===== src/rtl/lnk_irq_pkg.sv =====
package lnk_irq_pkg;
   localparam int NSRC = 5;
   localparam int REG_W = 16;
   localparam logic [2:0] A_CTRL  = 3'd0;
   localparam logic [2:0] A_S_SRC = 3'd1;
   localparam logic [2:0] A_S_MSK = 3'd2;
   localparam logic [2:0] A_S_CLR = 3'd3;
   localparam logic [2:0] A_F_SRC = 3'd4;
   localparam logic [2:0] A_F_MSK = 3'd5;
   localparam logic [2:0] A_F_CLR = 3'd6;
   localparam logic [REG_W-1:0] CTRL_IMPL = 16'hC111;
   localparam logic [REG_W-1:0] CTRL_RST  = 16'h0111;

   function automatic int bitpos(int i);
      case (i)
         4: return 15;
         3: return 11;
         2: return 9;
         1: return 8;
         default: return 7;
      endcase
   endfunction

   function automatic logic [REG_W-1:0] spread(logic [NSRC-1:0] v);
      logic [REG_W-1:0] r;
      r = '0;
      for (int i = 0; i < NSRC; i++) r[bitpos(i)] = v[i];
      return r;
   endfunction

   function automatic logic [NSRC-1:0] squeeze(logic [REG_W-1:0] d);
      logic [NSRC-1:0] r;
      for (int i = 0; i < NSRC; i++) r[i] = d[bitpos(i)];
      return r;
   endfunction
endpackage


===== src/rtl/lnk_irq_bank.sv =====
module lnk_irq_bank #(
   parameter int NBIT = 5
) (
   input  logic            clk,
   input  logic            rst_n,
   input  logic            active,
   input  logic [NBIT-1:0] ev,
   input  logic            msk_we,
   input  logic            clr_we,
   input  logic [NBIT-1:0] wbits,
   output logic [NBIT-1:0] src,
   output logic [NBIT-1:0] msk,
   output logic            pend
);
   initial begin
      assert (NBIT >= 1) else $error("bank needs at least one source");
   end

   logic [NBIT-1:0] ev_act;
   assign ev_act = active ? ev : '0;

   for (genvar i = 0; i < NBIT; i++) begin : g_bit
      always_ff @(posedge clk or negedge rst_n) begin
         if (!rst_n) begin
            src[i] <= 1'b0;
            msk[i] <= 1'b1;
         end else begin
            if (ev_act[i])                 src[i] <= 1'b1;
            else if (clr_we && wbits[i])   src[i] <= 1'b0;
            if (msk_we)                    msk[i] <= wbits[i];
         end
      end

      // an accepted event is visible on the next edge
      assert_event_sets_R2: assert property (@(posedge clk) disable iff (!rst_n)
         ev_act[i] |=> src[i]);
      // a clear without a colliding event empties the bit
      assert_clear_works_R4: assert property (@(posedge clk) disable iff (!rst_n)
         (clr_we && wbits[i] && !ev_act[i]) |=> !src[i]);
      // a collision keeps the bit set
      assert_event_wins_R5: assert property (@(posedge clk) disable iff (!rst_n)
         (clr_we && wbits[i] && ev_act[i]) |=> src[i]);
   end

   // an inactive bank holds its sources unless it is cleared
   assert_idle_bank_stable_R3: assert property (@(posedge clk) disable iff (!rst_n)
      (!active && !clr_we) |=> $stable(src));

   assign pend = |(src & ~msk);
endmodule


===== src/rtl/lnk_irq_gate.sv =====
module lnk_irq_gate (
   input  logic clk,
   input  logic rst_n,
   input  logic pend_slow,
   input  logic pend_fast,
   input  logic sel_slow,
   input  logic sel_fast,
   input  logic gate_slow,
   input  logic gate_fast,
   output logic irq_q
);
   logic req;
   assign req = (sel_slow & pend_slow & ~gate_slow) |
                (sel_fast & pend_fast & ~gate_fast);

   always_ff @(posedge clk or negedge rst_n) begin
      if (!rst_n) irq_q <= 1'b0;
      else        irq_q <= req;
   end

   // without a pending source in either bank no request follows
   assert_quiet_no_irq_R7: assert property (@(posedge clk) disable iff (!rst_n)
      (!pend_slow && !pend_fast) |=> !irq_q);
   // both banks gated off means no request follows
   assert_gated_no_irq_R8: assert property (@(posedge clk) disable iff (!rst_n)
      (gate_slow && gate_fast) |=> !irq_q);
endmodule


===== src/rtl/lnk_irq_unit.sv =====
module lnk_irq_unit
   import lnk_irq_pkg::*;
#(
   parameter int DATA_W = 16,
   parameter int ADDR_W = 3
) (
   input  logic              clk,
   input  logic              rst_n,
   input  logic              wr_en,
   input  logic [ADDR_W-1:0] addr,
   input  logic [DATA_W-1:0] wdata,
   output logic [DATA_W-1:0] rdata,
   input  logic [NSRC-1:0]   evt,
   output logic              irq_o
);
   initial begin
      assert (DATA_W == REG_W) else $error("register width must be 16");
      assert (ADDR_W == 3) else $error("address width must be 3");
   end

   logic [REG_W-1:0] ctrl_q;
   logic             sel_slow, sel_fast;
   logic [NSRC-1:0]  wbits;
   logic [NSRC-1:0]  s_src, s_msk, f_src, f_msk;
   logic             s_pend, f_pend;

   always_ff @(posedge clk or negedge rst_n) begin
      if (!rst_n)                        ctrl_q <= CTRL_RST;
      else if (wr_en && addr == A_CTRL)  ctrl_q <= wdata & CTRL_IMPL;
   end

   assign sel_slow = (ctrl_q[15:14] == 2'b00);
   assign sel_fast = ctrl_q[15];
   assign wbits    = squeeze(wdata);

   lnk_irq_bank #(.NBIT(NSRC)) i_slow (
      .clk(clk), .rst_n(rst_n), .active(sel_slow), .ev(evt),
      .msk_we(wr_en && addr == A_S_MSK), .clr_we(wr_en && addr == A_S_CLR),
      .wbits(wbits), .src(s_src), .msk(s_msk), .pend(s_pend));

   lnk_irq_bank #(.NBIT(NSRC)) i_fast (
      .clk(clk), .rst_n(rst_n), .active(sel_fast), .ev(evt),
      .msk_we(wr_en && addr == A_F_MSK), .clr_we(wr_en && addr == A_F_CLR),
      .wbits(wbits), .src(f_src), .msk(f_msk), .pend(f_pend));

   lnk_irq_gate i_gate (
      .clk(clk), .rst_n(rst_n), .pend_slow(s_pend), .pend_fast(f_pend),
      .sel_slow(sel_slow), .sel_fast(sel_fast),
      .gate_slow(ctrl_q[0]), .gate_fast(ctrl_q[4]), .irq_q(irq_o));

   always_comb begin
      case (addr)
         A_CTRL:  rdata = ctrl_q;
         A_S_SRC: rdata = spread(s_src);
         A_S_MSK: rdata = spread(s_msk);
         A_F_SRC: rdata = spread(f_src);
         A_F_MSK: rdata = spread(f_msk);
         default: rdata = '0;
      endcase
   end

   // the reserved mode value never yields a request
   assert_reserved_mode_quiet_R3: assert property (@(posedge clk) disable iff (!rst_n)
      (ctrl_q[15:14] == 2'b01) |=> !irq_o);
   // a request needs a source that was set one cycle earlier
   assert_irq_has_cause_R7: assert property (@(posedge clk) disable iff (!rst_n)
      irq_o |-> $past((|s_src) || (|f_src)));
endmodule


===== config.mk =====
export PLATFORM = sky130hd
export DESIGN_NAME = lnk_irq_unit
export DESIGN_NICKNAME = d
export VERILOG_FILES = /design/src/rtl/lnk_irq_pkg.sv /design/src/rtl/lnk_irq_bank.sv /design/src/rtl/lnk_irq_gate.sv /design/src/rtl/lnk_irq_unit.sv
export SDC_FILE = /design/constraint.sdc
export NUM_CORES = 1
export LEC_CHECK = 0
export ABC_AREA = 1
export BUFFER_PORTS_ARGS = -buffer_cell sky130_fd_sc_hd__buf_2
export CORE_ASPECT_RATIO = 2
export CORE_MARGIN = 5
export CORE_UTILIZATION = 40
export CTS_BUF_LIST = sky130_fd_sc_hd__clkbuf_8 sky130_fd_sc_hd__clkbuf_16
export CTS_CLUSTER_DIAMETER = 150
export DETAILED_ROUTE_END_ITERATION = 6
export SLEW_MARGIN = 10
export SYNTH_ARGS = -nofsm -noshare
export SYNTH_HDL_FRONTEND = slang
export SYNTH_HIERARCHICAL = 1
export SYNTH_SLANG_ARGS = --single-unit

===== constraint.sdc =====
create_clock -name clk -period 2.8 [get_ports clk]
set_clock_uncertainty 0.2 [all_clocks]
set_input_delay 0.14 -clock clk [delete_from_list [all_inputs] [get_ports clk]]
set_output_delay 0.14 -clock clk [all_outputs]
set_load 0.02 [all_outputs]

==> results.json <==
{
  "cts.sink_count": 26,
  "post_synth_inst_count": 210,
  "critPathMaxFanout": 9,
  "worstSetupEndpointType": "register",
  "tightestPinTransition_ps": 716.7,
  "antenna_left": 0,
  "crit_chain": "nor2_1 -> nand2_1 -> nand2_1 -> dlygate4sd3_1",
  "vias": 1412,
  "drv.max_cap_violation_count": 0,
  "power_per_cell_area_mw_per_mm2": 561.9,
  "syn2layout_area_growth_pct": 23.78,
  "critical_path_cell_count": 4,
  "start_util_pct": 40.39,
  "totalNegativeSetupSlack_ps": 0,
  "grt_pass1_wl_um": 6417,
  "remaining_drc_errors": 0,
  "sw_frac_of_total_pct": 32.58,
  "std_cell_rows": 32,
  "cts_tree": "built",
  "timing.critical_path.arrival_ps": 1870,
  "n_antenna_cell": 0,
  "design.die.area_sq_mm": 0.005256,
  "vias_per_cell": 4.614,
  "slowest_delay_ps": 540,
  "layout-drive-gt1-share_pct": 24.31,
  "synth_seq_cells": 26,
  "part_of_the_yosys_area_used_for_sequential_elements_pct": 43.40,
  "drt_first_pass_iters": 4,
  "coreArea_sq_mm": 0.003804,
  "leakagePower_nw": 0.9536,
  "dominantRegCellSynth": "dfstp_2",
  "worst_min_delay_path_category": "in2reg",
  "power.sequential.fraction_pct": 49.7,
  "post_syn_area_sq_mm": 0.001536,
  "synthArstFlopShare_pct": 100.0,
  "power_switching_uw": 348.2,
  "num_cts_buffers": 3,
  "post_synth_edffs": 0,
  "number_of_cells_on_the_worst_reg_to_reg_path": 4,
  "max-clock-path-buffers": 2,
  "filler_cell_count": 409,
  "routedWlPerCell_um": 12.55,
  "cp_slowest_cell": "dlygate4sd3_1",
  "post_cts.repair.setup_buffers": 0,
  "setup_viol_count_final": 0,
  "grt_antenna_before_repair": 0,
  "outcome": "complete, no violations",
  "slew_viol_final": 0,
  "htreeDepth": 1,
  "slew_headroom_pct": 52.04,
  "final_worst_path_period_share_pct": 66.38,
  "via_count_of_the_first_global_routing_pass": 1374,
  "finalPower_mw": 1.069,
  "grt_setup_unrepaired": "no",
  "setup.worst_path.start_class": "register",
  "timing.setup.critical_path_class": "reg2reg",
  "worst-path-buf-inv": 1,
  "grt_max_degree": 27,
  "design.portCount": 44,
  "clk_transition_reported_paths_ps": 80,
  "wirelength_um": 3839,
  "pwr-share-comb_pct": 27.9,
  "minimum_clock_period_ps": 1859,
  "worst_skew_pair.late_latency_ps": 270,
  "final-hold-violation-count": 0,
  "detailed_route_iter0_violations": 40,
  "synth_cell_type_count": 20,
  "die-height_um": 97.65,
  "cts-root-buf": "clkbuf_8",
  "path_delay_family": "simple AND/OR/NAND/NOR gates",
  "post_synth.cell_area_avg_sq_um": 7.317,
  "internal_power_uw": 720.4,
  "grt-ovfl-total": 0,
  "worstPathRequired_ps": 2810,
  "tot_gr_track_use_pct": 16.58,
  "place.port_buffers": 27,
  "design.final.nets": 283,
  "pwr-share-clk_pct": 22.4,
  "yosysWarningCount": 6,
  "globalplace.congestion": 0.8091,
  "worst_ir_drop_vdd_mv": 0.3564,
  "die_width_um": 53.83,
  "cts-resized-gates": 0,
  "detailed_place_hpwl_um": 2906,
  "clock.fmax_ghz": 0.5380,
  "timing.critical_path.mode_cell": "nand2_1",
  "min_delay_path_depth": 4
}
## layout by cell type, fill, tap and decap left out, types with 2 or more instances in the layout
| cell type | synthesis | layout |
|---|---|---|
| nand4_1 | 7 | 7 |
| dlygate4sd3_1 | 0 | 19 |
| buf_4 | 10 | 2 |
| nand2_1 | 77 | 77 |
| inv_2 | 4 | 4 |
| buf_2 | 0 | 27 |
| nor2_1 | 13 | 13 |
| nand2_2 | 4 | 4 |
| nand3_1 | 16 | 16 |
| o21ai_1 | 10 | 10 |
| nor4_1 | 2 | 2 |
| o21ai_0 | 6 | 6 |
| conb_1 | 1 | 8 |
| dfrtp_1 | 13 | 13 |
| nor2_4 | 2 | 2 |
| clkbuf_8 | 0 | 4 |
| dfstp_2 | 13 | 13 |
| nor2_2 | 3 | 3 |
| inv_1 | 22 | 22 |
## synth_stat cells, types with 6 or more instances
library cell,number,area [sq um]
inv_1,22,82.58
nand4_1,7,43.79
dfrtp_1,13,325.3
nand3_1,16,80.08
o21ai_0,6,30.03
nor2_1,13,48.80
buf_4,10,75.07
dfstp_2,13,341.6
nand2_1,77,289.0
o21ai_1,10,50.05
## cell type report
class                   count  area, sq um  area share (%)
clock buffers               4        55.05           2.895
inverters                  27        103.9           5.461
multi-input cells         150        671.9           35.33
flip-flops and latches     26        666.9           35.07
well taps                  51        63.81           3.355
repair buffers             48        340.3           17.89
## worst min-delay path, cell delays in order
cell and delay, ps:
buf_2 70, inv_1 120, o21ai_0 180, nand2_1 50
## power by group through the flow
| stage | Sequential (mW) | Combinational [mW] | Clock (mW) |
|---|---|---|---|
| detailed placement | 0.540 | 0.269 | 0 |
| floorplan | 0.530 | 0.196 | 0 |
| global placement | 0.539 | 0.266 | 0 |
| global route | 0.544 | 0.340 | 0.258 |
| finish | 0.531 | 0.298 | 0.239 |
| CTS | 0.533 | 0.302 | 0.249 |
## per-layer routing
metal | global-route usage [%] | part of all wire [%]
met1 | 18.67 | 38
met2 | 28.97 | 56
met3 | 1.382 | 3.3
met4 | 8.465 | 2.8
met5 | 0 | 0
## registers in the layout, indices dropped and copies added, names as in the netlist
name and cells:
i_slow/msk 5, i_gate/irq_q 1, i_fast/msk 5, ctrl_q 5
i_fast/src 5, i_slow/src 5
## worst paths after layout
check,from,to,slack (ps)
setup / recovery,ctrl_q[15],i_slow/src[4],940
hold / removal,wr_en,ctrl_q[8],90
max in group asynchronous,rst_n,i_fast/msk[1],1820
hold reg to reg,i_slow/msk[1],i_slow/msk[1],280
min in group asynchronous,rst_n,ctrl_q[14],200
setup reg to reg,ctrl_q[15],i_slow/src[4],940
## cells by family after synthesis
logic type,synth area share (%)
AND/OR/NAND/NOR,36.56
buffers and inverters,14.58
flip-flops,43.40
AO/OA/AOI/OAI,5.212
other,0.2441
## per-stage QoR
step / hold WS (ps) / area (sq um) / cells / util, % / worst slack, ps
floorplan: -355.6 / 1563 / 217 / - / 1374
global placement: -31.08 / 1657 / 283 / 43.55 / 1223
detailed placement: -35.44 / 1657 / 283 / 43.55 / 1152
CTS: 92.26 / 1902 / 306 / 50.00 / 907.4
global route: 138.1 / 1902 / 306 / 50.00 / 788.7
finish: 92.77 / 1902 / 306 / 50.00 / 941.4
## repair_timing
action | in CTS | in global routing
setup endpoints to repair | 0 | 0
hold buffers | 19 | 0
endpoints found under the hold margin | 38 | 0
Note: power is estimated with default switching activity, not from simulation.
